===== config.mk =====
export PLATFORM = sky130hd
export DESIGN_NAME = wake_evt_ctrl
export DESIGN_NICKNAME = d
export VERILOG_FILES = /design/src/rtl/wake_evt_pkg.sv /design/src/rtl/wake_edge_det.sv /design/src/rtl/wake_status_bank.sv /design/src/rtl/wake_pad_drv.sv /design/src/rtl/wake_evt_ctrl.sv
export SDC_FILE = /design/constraint.sdc
export NUM_CORES = 1
export LEC_CHECK = 0
export ABC_AREA = 0
export ABC_CLOCK_PERIOD_IN_PS = 1600
export BUFFER_PORTS_ARGS = -buffer_cell sky130_fd_sc_hd__buf_4
export CAP_MARGIN = 5
export CORE_MARGIN = 2
export CORE_UTILIZATION = 35
export CTS_BUF_LIST = sky130_fd_sc_hd__clkbuf_4
export DETAILED_ROUTE_END_ITERATION = 6
export HOLD_SLACK_MARGIN = 0.15
export PLACE_DENSITY = 0.59
export SYNTH_ARGS = -nofsm -noshare
export SYNTH_HDL_FRONTEND = slang
export SYNTH_HIERARCHICAL = 1
export SYNTH_SLANG_ARGS = --single-unit
export TNS_END_PERCENT = 5

===== constraint.sdc =====
create_clock -name clk -period 1.6 [get_ports clk]
set_clock_uncertainty 0.2 [all_clocks]
set_input_delay 0 -clock clk [delete_from_list [all_inputs] [get_ports clk]]
set_output_delay 0 -clock clk [all_outputs]
set_load 0.02 [all_outputs]

===== src/rtl/wake_evt_pkg.sv =====
package wake_evt_pkg;
  localparam int CTL_GLOB_BIT = 4;
  localparam int CTL_HI_BIT   = 5;
  localparam int CTL_PP_BIT   = 6;

  typedef struct packed {
    logic push_pull;
    logic act_hi;
    logic glob_en;
  } wake_ctl_t;
endpackage


===== src/rtl/wake_edge_det.sv =====
module wake_edge_det #(
  parameter int          W       = 8,
  parameter logic [W-1:0] RST_VAL = '0
) (
  input  logic         clk,
  input  logic         rst_n,
  input  logic [W-1:0] din,
  input  logic [W-1:0] inv,
  output logic [W-1:0] evt
);
  logic [W-1:0] s1_q, s2_q, prev_q;
  logic [W-1:0] s1_d, s2_d, prev_d;

  always_comb begin
    s1_d   = din;
    s2_d   = s1_q;
    prev_d = s2_q;
  end

  always_ff @(posedge clk or negedge rst_n) begin
    if (!rst_n) begin
      s1_q   <= RST_VAL;
      s2_q   <= RST_VAL;
      prev_q <= RST_VAL;
    end else begin
      s1_q   <= s1_d;
      s2_q   <= s2_d;
      prev_q <= prev_d;
    end
  end

  for (genvar i = 0; i < W; i++) begin : g_bit
    assign evt[i] = inv[i] ? (prev_q[i] & ~s2_q[i]) : (s2_q[i] & ~prev_q[i]);
  end
endmodule


===== src/rtl/wake_status_bank.sv =====
module wake_status_bank #(
  parameter int W = 8
) (
  input  logic         clk,
  input  logic         rst_n,
  input  logic [W-1:0] set_i,
  input  logic [W-1:0] clr_i,
  output logic [W-1:0] status_o
);
  logic [W-1:0] st_q, st_d;

  always_comb st_d = (st_q & ~clr_i) | set_i;

  always_ff @(posedge clk or negedge rst_n) begin
    if (!rst_n) st_q <= '0;
    else        st_q <= st_d;
  end

  assign status_o = st_q;
endmodule


===== src/rtl/wake_pad_drv.sv =====
module wake_pad_drv (
  input  logic req,
  input  logic act_hi,
  input  logic push_pull,
  output logic pad_o,
  output logic pad_oe
);
  always_comb begin
    pad_o  = req ? act_hi : ~act_hi;
    pad_oe = push_pull | req;
  end
endmodule


===== src/rtl/wake_evt_ctrl.sv =====
module wake_evt_ctrl
  import wake_evt_pkg::*;
#(
  parameter int GPIO_GROUPS = 3,
  parameter int GROUP_W     = 8,
  parameter int RING_N      = 2,
  localparam int GPIO_N     = GPIO_GROUPS * GROUP_W,
  localparam int NREG       = 2 * GPIO_GROUPS + 2,
  localparam int ADDR_W     = $clog2(NREG)
) (
  input  logic              clk,
  input  logic              rst_n,
  input  logic [GPIO_N-1:0] gpio_i,
  input  logic [GPIO_N-1:0] gpio_inv_i,
  input  logic [RING_N-1:0] ring_i,
  input  logic              wr_en_i,
  input  logic [ADDR_W-1:0] addr_i,
  input  logic [GROUP_W-1:0] wdata_i,
  output logic [GROUP_W-1:0] rdata_o,
  output logic              wake_o,
  output logic              wake_oe_o
);
  localparam int N_SRC    = GPIO_N + RING_N;
  localparam int RS_ADDR  = 2 * GPIO_GROUPS;
  localparam int CTL_ADDR = RS_ADDR + 1;
  localparam logic [N_SRC-1:0] SYNC_RST = {{RING_N{1'b1}}, {GPIO_N{1'b0}}};
  localparam logic [N_SRC-1:0] SRC_INV_FIX = {{RING_N{1'b1}}, {GPIO_N{1'b0}}};

  logic [N_SRC-1:0] src_evt, clr_vec, status_q, en_q, en_d;
  wake_ctl_t        ctl_q, ctl_d;
  logic             summary, wake_req;

  wake_edge_det #(.W(N_SRC), .RST_VAL(SYNC_RST)) u_edge (
    .clk   (clk),
    .rst_n (rst_n),
    .din   ({ring_i, gpio_i}),
    .inv   (SRC_INV_FIX | {{RING_N{1'b0}}, gpio_inv_i}),
    .evt   (src_evt)
  );

  // write-one-to-clear masks
  always_comb begin
    clr_vec = '0;
    if (wr_en_i) begin
      for (int g = 0; g < GPIO_GROUPS; g++) begin
        if (addr_i == ADDR_W'(2 * g)) clr_vec[g*GROUP_W +: GROUP_W] = wdata_i;
      end
      if (addr_i == ADDR_W'(RS_ADDR)) clr_vec[GPIO_N +: RING_N] = wdata_i[RING_N-1:0];
    end
  end

  wake_status_bank #(.W(N_SRC)) u_status (
    .clk      (clk),
    .rst_n    (rst_n),
    .set_i    (src_evt),
    .clr_i    (clr_vec),
    .status_o (status_q)
  );

  // enable and control next state
  always_comb begin
    en_d  = en_q;
    ctl_d = ctl_q;
    if (wr_en_i) begin
      for (int g = 0; g < GPIO_GROUPS; g++) begin
        if (addr_i == ADDR_W'(2 * g + 1)) en_d[g*GROUP_W +: GROUP_W] = wdata_i;
      end
      if (addr_i == ADDR_W'(CTL_ADDR)) begin
        en_d[GPIO_N +: RING_N] = wdata_i[RING_N-1:0];
        ctl_d.glob_en   = wdata_i[CTL_GLOB_BIT];
        ctl_d.act_hi    = wdata_i[CTL_HI_BIT];
        ctl_d.push_pull = wdata_i[CTL_PP_BIT];
      end
    end
  end

  always_ff @(posedge clk or negedge rst_n) begin
    if (!rst_n) begin
      en_q  <= '0;
      ctl_q <= '0;
    end else begin
      en_q  <= en_d;
      ctl_q <= ctl_d;
    end
  end

  assign summary  = |(status_q & en_q);
  assign wake_req = ctl_q.glob_en & summary;

  // read mux
  always_comb begin
    rdata_o = '0;
    for (int g = 0; g < GPIO_GROUPS; g++) begin
      if (addr_i == ADDR_W'(2 * g))     rdata_o = status_q[g*GROUP_W +: GROUP_W];
      if (addr_i == ADDR_W'(2 * g + 1)) rdata_o = en_q[g*GROUP_W +: GROUP_W];
    end
    if (addr_i == ADDR_W'(RS_ADDR)) begin
      rdata_o[RING_N-1:0] = status_q[GPIO_N +: RING_N];
      rdata_o[GROUP_W-1]  = summary;
    end
    if (addr_i == ADDR_W'(CTL_ADDR)) begin
      rdata_o[RING_N-1:0]  = en_q[GPIO_N +: RING_N];
      rdata_o[CTL_GLOB_BIT] = ctl_q.glob_en;
      rdata_o[CTL_HI_BIT]   = ctl_q.act_hi;
      rdata_o[CTL_PP_BIT]   = ctl_q.push_pull;
    end
  end

  wake_pad_drv u_pad (
    .req       (wake_req),
    .act_hi    (ctl_q.act_hi),
    .push_pull (ctl_q.push_pull),
    .pad_o     (wake_o),
    .pad_oe    (wake_oe_o)
  );
endmodule


==> results of run 1 <==
==> flip-flops by register name, summed over array words and instances, names as in the netlist <==
register / count
u_edge/s1_q: 26
en_q: 26
u_status/status_o: 26
u_edge/prev_q: 26
ctl_q: 3
u_edge/prev_d: 26
==> power groups by stage <==
stage | Clock [mW] | Sequential [mW] | Combinational [mW]
after floorplan | 0 | 3.90 | 0.682
after global placement | 0 | 3.92 | 1.39
after detailed placement | 0 | 3.94 | 1.42
after CTS | 2.10 | 3.90 | 1.71
after global routing | 2.25 | 3.94 | 1.85
final | 1.99 | 3.90 | 1.71
==> layout make-up <==
type | count | area, sq um | share of cell area [%]
clock buffers | 20 | 150 | 1.81
multi-input cells | 258 | 2010 | 24.3
clock inverters | 11 | 87.6 | 1.06
flip-flops and latches | 133 | 3340 | 40.2
repair buffers | 265 | 2350 | 28.4
well taps | 188 | 235 | 2.84
inverters | 30 | 113 | 1.36
diodes | 1 | 2.50 | 0.0302
==> metal layers <==
metal	vias to the layer above	GRT usage, %	routed length, microns
met4	0	8.70	291
met5	-	0	0
met1	2113	21.9	5830
met2	113	28.5	6720
li1	2042	-	-
met3	25	5.20	777
==> Yosys cell counts (2+ instances only) <==
master	instances
nand4_1	3
inv_1	30
dfrtp_1	127
a221oi_1	3
clkbuf_1	2
buf_2	3
a22o_1	3
mux2_2	32
nand2b_1	26
nor3_1	4
mux2i_1	7
mux4_2	5
nor2b_1	3
a21oi_1	9
o211ai_1	2
o221ai_1	2
dfstp_2	6
a21o_1	26
nand3_1	2
nand2_1	36
a22oi_1	11
buf_4	5
o21ai_0	2
o22ai_2	25
nor2_1	39
==> timing repair <==
action,CTS,global route
endpoints found under the hold margin,214,49
hold buffers,121,1
pin swaps,14,0
gates resized for setup,18,6
cloned,0,0
setup endpoints to repair,10,15
buffers inserted,2,0
==> path summary, 6_finish.rpt <==
| kind | startpoint | to | slack (ps) | depth (start not counted) |
|---|---|---|---|---|
| min | u_edge/s1_q[5]$_DFF_PN0_ | u_edge/prev_d[5]$_DFF_PN0_ | 150 | 0 |
| max in group asynchronous | rst_n | u_status/status_o[25]$_DFF_PN0_ | 310 | 4 |
| min in group asynchronous | rst_n | u_edge/s1_q[16]$_DFF_PN0_ | 290 | 3 |
| max | u_status/status_o[13]$_DFF_PN0_ | rdata_o[7] | -690 | 5 |
| min reg2reg | u_edge/s1_q[5]$_DFF_PN0_ | u_edge/prev_d[5]$_DFF_PN0_ | 150 | 0 |
| max reg2reg | en_q[20]$_DFFE_PN0P_ | en_q[20]$_DFFE_PN0P_ | 480 | 2 |
==> logic make-up after synthesis <==
family,share of synthesized area [%]
simple gates,10.8
other cells,0.0689
mux,9.97
xor+xnor,0.161
compound gates,13.9
buf+inv,3.75
flops,61.3
==> critical path, stage by stage, from the launching register on <==
cell and delay, ps:
dfrtp_1 400, a22o_1 260, a221oi_2 190, nand4_1 150, a221o_1 390, buf_6 150
==> stage by stage <==
stage | hold WS [ps] | instance area [sq um] | utilization [%] | setup slack, ps
after global routing | 160 | 8290 | 54.5 | -834
after CTS | -160 | 8260 | 54.3 | -761
after floorplan | -496 | 5470 | - | -8.40
after global placement | -245 | 6710 | 44.1 | -261
final | 152 | 8290 | 54.5 | -688
after detailed placement | -235 | 6710 | 44.1 | -291
==> results.sh, run 1 <==
export IMPL_clockPowerShare_pct=26.1
export IMPL_start_util_pct=35.8
export IMPL_rsz0062_at_grt="true"
export IMPL_rows=45
export IMPL_violations="negative setup slack"
export IMPL_ant_nets=0
export IMPL_nNetsFinal=769
export IMPL_switching_share_pct=27.5
export IMPL_max_cap_violations=0
export IMPL_place_inst=750
export IMPL_worstPathArrival_ps=2090
export IMPL_synthArstFlopShare_pct=100
export IMPL_peakVddDrop_mv=0.443
export IMPL_cts_tree="yes"
export IMPL_path_clk_slew_ps=120
export IMPL_numCtsBuffers=17
export IMPL_drtIter0Drc=168
export IMPL_routabilityCongestion=0.823
export IMPL_first_pass_iters=4
export IMPL_grt_max_degree=45
export IMPL_route_detailed_drc=0
export IMPL_p_seq_share_pct=51.3
export IMPL_p_int_mw=5.51
export IMPL_cts_max_level=4
export IMPL_wl_per_cell_microns=15.0
export IMPL_grt_pass1_wl_microns=22300
export IMPL_chipHeight_microns=129
export IMPL_power_density_nw_per_um2=917
export IMPL_fp_dieW_microns=129
export IMPL_cp_data_required_time_ps=1400
export IMPL_synth_area_sq_um=5450
export IMPL_final_cells=906
export IMPL_synth_ff_type="dfrtp_1"
export IMPL_yosysTopAreaCell="dfrtp_1"
export IMPL_start_kind="flop"
export IMPL_dp_hpwl_microns=9180
export IMPL_period_share_pct=143
export IMPL_vias_per_cell=4.74
export IMPL_worst_path_max_fanout=2
export IMPL_synth_seq_area_share_pct=61.3
export IMPL_comb_power_share_pct=22.6
export IMPL_syn_area_per_cell_sq_um=12.7
export IMPL_ys_ff_latch=133
export IMPL_holdCritPathClass="reg2reg"
export IMPL_layout_setup_ws_ps=-688
export IMPL_antenna_found_initial=1
export IMPL_syn_to_final_growth_pct=52.2
export IMPL_leakage_nw=3.60
export IMPL_clockRootBuffer="clkbuf_4"
export IMPL_drive_above_1_share_pct=36.4
export IMPL_grt_remaining_overflow=0
export IMPL_synth_area_leaders="dfrtp_1 58%, mux2_2 6.6%, o22ai_2 5.7%"
export IMPL_tns_ps=-5500
export IMPL_clk_latency_ps=540
export IMPL_status="complete, but fails checks"
export IMPL_cts_buffer_depth=2
export IMPL_switchingPower_mw=2.09
export IMPL_max_freq_ghz=0.437
export IMPL_port_buffers=73
export IMPL_synth_cell_type_count=42
export IMPL_synth_edf_count=0
export IMPL_finalHoldViolCount=0
export IMPL_numClockSinks=133
export IMPL_grt_pass1_vias=4578
export IMPL_core_area_sq_um=15200
export IMPL_drt_total_wl_microns=13600
export IMPL_synth_warnings=6
export IMPL_crit_type="reg2out"
export IMPL_fp_dieArea_sq_um=16600
export IMPL_grtUsageTotal_pct=17.7
export IMPL_period_minus_slack_ps=2290
export IMPL_netlist_instances=430
export IMPL_end_kind="primary output"
export IMPL_setup_violations=25
export IMPL_vias=4293
export IMPL_io_pins=74
export IMPL_layout_commonest_cell="buf_4"
export IMPL_maxSlewViolCount=0
export IMPL_synth_top_area_share_pct=58.4
export IMPL_p_total_mw=7.60
export IMPL_fillCellCount=1345
export IMPL_most_common_layout_cells="135 x buf_4, 127 x dfrtp_1, 121 x dlygate4sd3_1"
No activity file was read; power rests on OpenSTA's default activity.
==> run 2: changes to the inputs <==
--- a/config.mk
+++ b/config.mk
@@ -10,11 +10,11 @@
 export BUFFER_PORTS_ARGS = -buffer_cell sky130_fd_sc_hd__buf_4
 export CAP_MARGIN = 5
 export CORE_MARGIN = 2
-export CORE_UTILIZATION = 35
-export CTS_BUF_LIST = sky130_fd_sc_hd__clkbuf_4
+export CORE_UTILIZATION = 40
 export DETAILED_ROUTE_END_ITERATION = 6
 export HOLD_SLACK_MARGIN = 0.15
-export PLACE_DENSITY = 0.59
+export PLACE_DENSITY = 0.65
+export RECOVER_POWER = 100
 export SYNTH_ARGS = -nofsm -noshare
 export SYNTH_HDL_FRONTEND = slang
 export SYNTH_HIERARCHICAL = 1
==> run 2 against run 1 <==
The run ends with negative hold slack, negative setup slack left; non-clock buffer count down 11; hold slack worse by 210 ps; critical path depth down 1; sequential share of layout area down 0.60 points; sequential power about the same; largest cell class unchanged.
==> results.sh, run 2 (synthesized netlist as in run 1, its figures left out) <==
export IMPL_final_cells=883
export IMPL_drt_total_wl_microns=13800
export IMPL_use_met1_pct=26.4
export IMPL_fp_dieArea_sq_um=14600
export IMPL_grt_pass1_vias=4583
export IMPL_cts_tree="yes"
export IMPL_wl_per_cell_microns=15.6
export IMPL_rsz0062_at_grt="true"
export IMPL_clk_latency_ps=420
export IMPL_placed_area_sq_um=6610
export IMPL_finalHoldViolCount=4
export IMPL_syn_to_final_growth_pct=54.5
export IMPL_path_clk_slew_ps=60
export IMPL_chipHeight_microns=121
export IMPL_clockRootBuffer="clkbuf_16"
export IMPL_final_area_sq_um=8410
export IMPL_io_pins=74
export IMPL_drive_above_1_share_pct=33.7
export IMPL_vias_per_cell=4.87
export IMPL_rows=42
export IMPL_power_density_nw_per_um2=1070
export IMPL_tightest_slew_ps=562
export IMPL_met2_usage_pct=33.0
export IMPL_drtIter0Drc=220
export IMPL_worstPathArrival_ps=1980
export IMPL_dpl_worst_slack_ps=-295
export IMPL_maxSlewViolCount=0
export IMPL_start_kind="flop"
export IMPL_grt_pass1_wl_microns=22800
export IMPL_layout_commonest_cell="dfrtp_1"
export IMPL_grt_max_degree=41
export IMPL_setup_violations=25
export IMPL_fp_dieW_microns=121
export IMPL_period_share_pct=136
export IMPL_n_antenna_cell=0
export IMPL_layout_setup_ws_ps=-575
export IMPL_cp_data_required_time_ps=1400
export IMPL_port_buffers=73
export IMPL_status="complete, but fails checks"
export IMPL_dp_hpwl_microns=8640
export IMPL_violations="negative hold slack, negative setup slack"
export IMPL_numClockSinks=133
export IMPL_met3_usage_pct=5.05
export IMPL_most_common_layout_cells="127 x dfrtp_1, 113 x dlygate4sd3_1, 79 x buf_4"
export IMPL_ant_nets=0
export IMPL_grt_remaining_overflow=0
export IMPL_grtUsageTotal_pct=20.7
export IMPL_crit_type="reg2out"
export IMPL_core_area_sq_um=13200
export IMPL_cts_max_level=4
export IMPL_crit_slowest_cell="mux4_2"
export IMPL_routabilityCongestion=0.909
export IMPL_place_inst=728
export IMPL_cts_buffer_depth=2
export IMPL_finish_utilization_pct=63.5
export IMPL_end_kind="primary output"
export IMPL_crit_chain="clkdlybuf4s25_1, mux4_2, mux2_4, buf_6"
export IMPL_antenna_found_initial=0
export IMPL_top_usage_layer="met2"
export IMPL_start_util_pct=41.1
export IMPL_numCtsBuffers=17
export IMPL_nNetsFinal=758
export IMPL_relSlewSlack_pct=62.5
export IMPL_holdCritPathClass="in2reg"
export IMPL_leakage_nw=3.63
export IMPL_peakVddDrop_mv=0.744
export IMPL_worst_path_max_fanout=2
export IMPL_first_pass_iters=5
export IMPL_cpPeakStageDelay_ps=470
export IMPL_period_minus_slack_ps=2180
export IMPL_vias=4303
export IMPL_max_freq_ghz=0.460
export IMPL_max_cap_violations=0
export IMPL_hold_ws_ps=-61.2
export IMPL_route_detailed_drc=0
run 2: changes by cell type in the layout (fill, tap and decap cells not counted), moves of 4 or more:
cell             delta
clkbuf_1           +10
clkbuf_16          +17
clkbuf_2            +7
dlygate4sd3_1       -8
buf_4              -56
clkbuf_4           +11
dlymetal6s4s_1      +4
clkinv_1            -4
clkinv_2            +4
clkdlybuf4s25_1     +4
run 2: cell type report:
cell class / instances / area [sq um]
fillers: 1058 / 4830
well taps: 176 / 220
inverters: 30 / 113
repair buffers: 254 / 2240
multi-input cells: 258 / 1980
flip-flops and latches: 133 / 3340
clock buffers: 26 / 489
clock inverters: 6 / 30.0
run 2: what timing repair did:
item                                   4_1_cts  5_1_grt
gates resized for setup                     17       28
cloned                                       0        0
hold buffers                               117        5
endpoints found under the hold margin      222       12
setup buffers                                1        0
pin swaps                                   12        4
setup endpoints to repair                   10       43
run 2: worst max-delay path, delay by kind of cell (launching register included):
family	cells	cell delay [ps]
DFF	1	390
muxes	2	760
buffers and inverters	2	410
run 2: path summary, 6_finish.rpt:
check	from	end	slack [ps]	cells after the start
worst max register to register	u_edge/prev_d[22]$_DFF_PN0_	u_status/status_o[22]$_DFF_PN0_	0	4
max in group asynchronous	rst_n	en_q[11]$_DFFE_PN0P_	90	4
min in group asynchronous	rst_n	u_edge/prev_q[6]$_DFF_PN0_	480	3
worst min-delay path	addr_i[0]	en_q[14]$_DFFE_PN0P_	-60	3
worst min register to register	u_edge/s1_q[8]$_DFF_PN0_	u_edge/prev_d[8]$_DFF_PN0_	150	0
worst max-delay path	en_q[2]$_DFFE_PN0P_	rdata_o[2]	-580	4
run 2: per-layer routing:
| layer | up-vias | wire [microns] |
|---|---|---|
| met1 | 2100 | 5920 |
| li1 | 2016 | - |
| met5 | - | 0 |
| met3 | 32 | 801 |
| met4 | 0 | 449 |
| met2 | 155 | 6610 |
run 2: through the flow:
stage	setup TNS, ps	power [mW]
6_report	-6060	9.02
3_3_place_gp	-602	5.26
4_1_cts	-6740	9.09
3_5_place_dp	-731	5.31
2_1_floorplan	-14.8	4.58
5_1_grt	-12110	9.44
run 2: report_power, final:
group	internal (mW)	total (mW)	leakage, nW	switching, mW
registers	3.69	3.91	1.49	0.225
logic	1.02	1.70	1.88	0.679
clock network	2.08	3.40	0.262	1.32
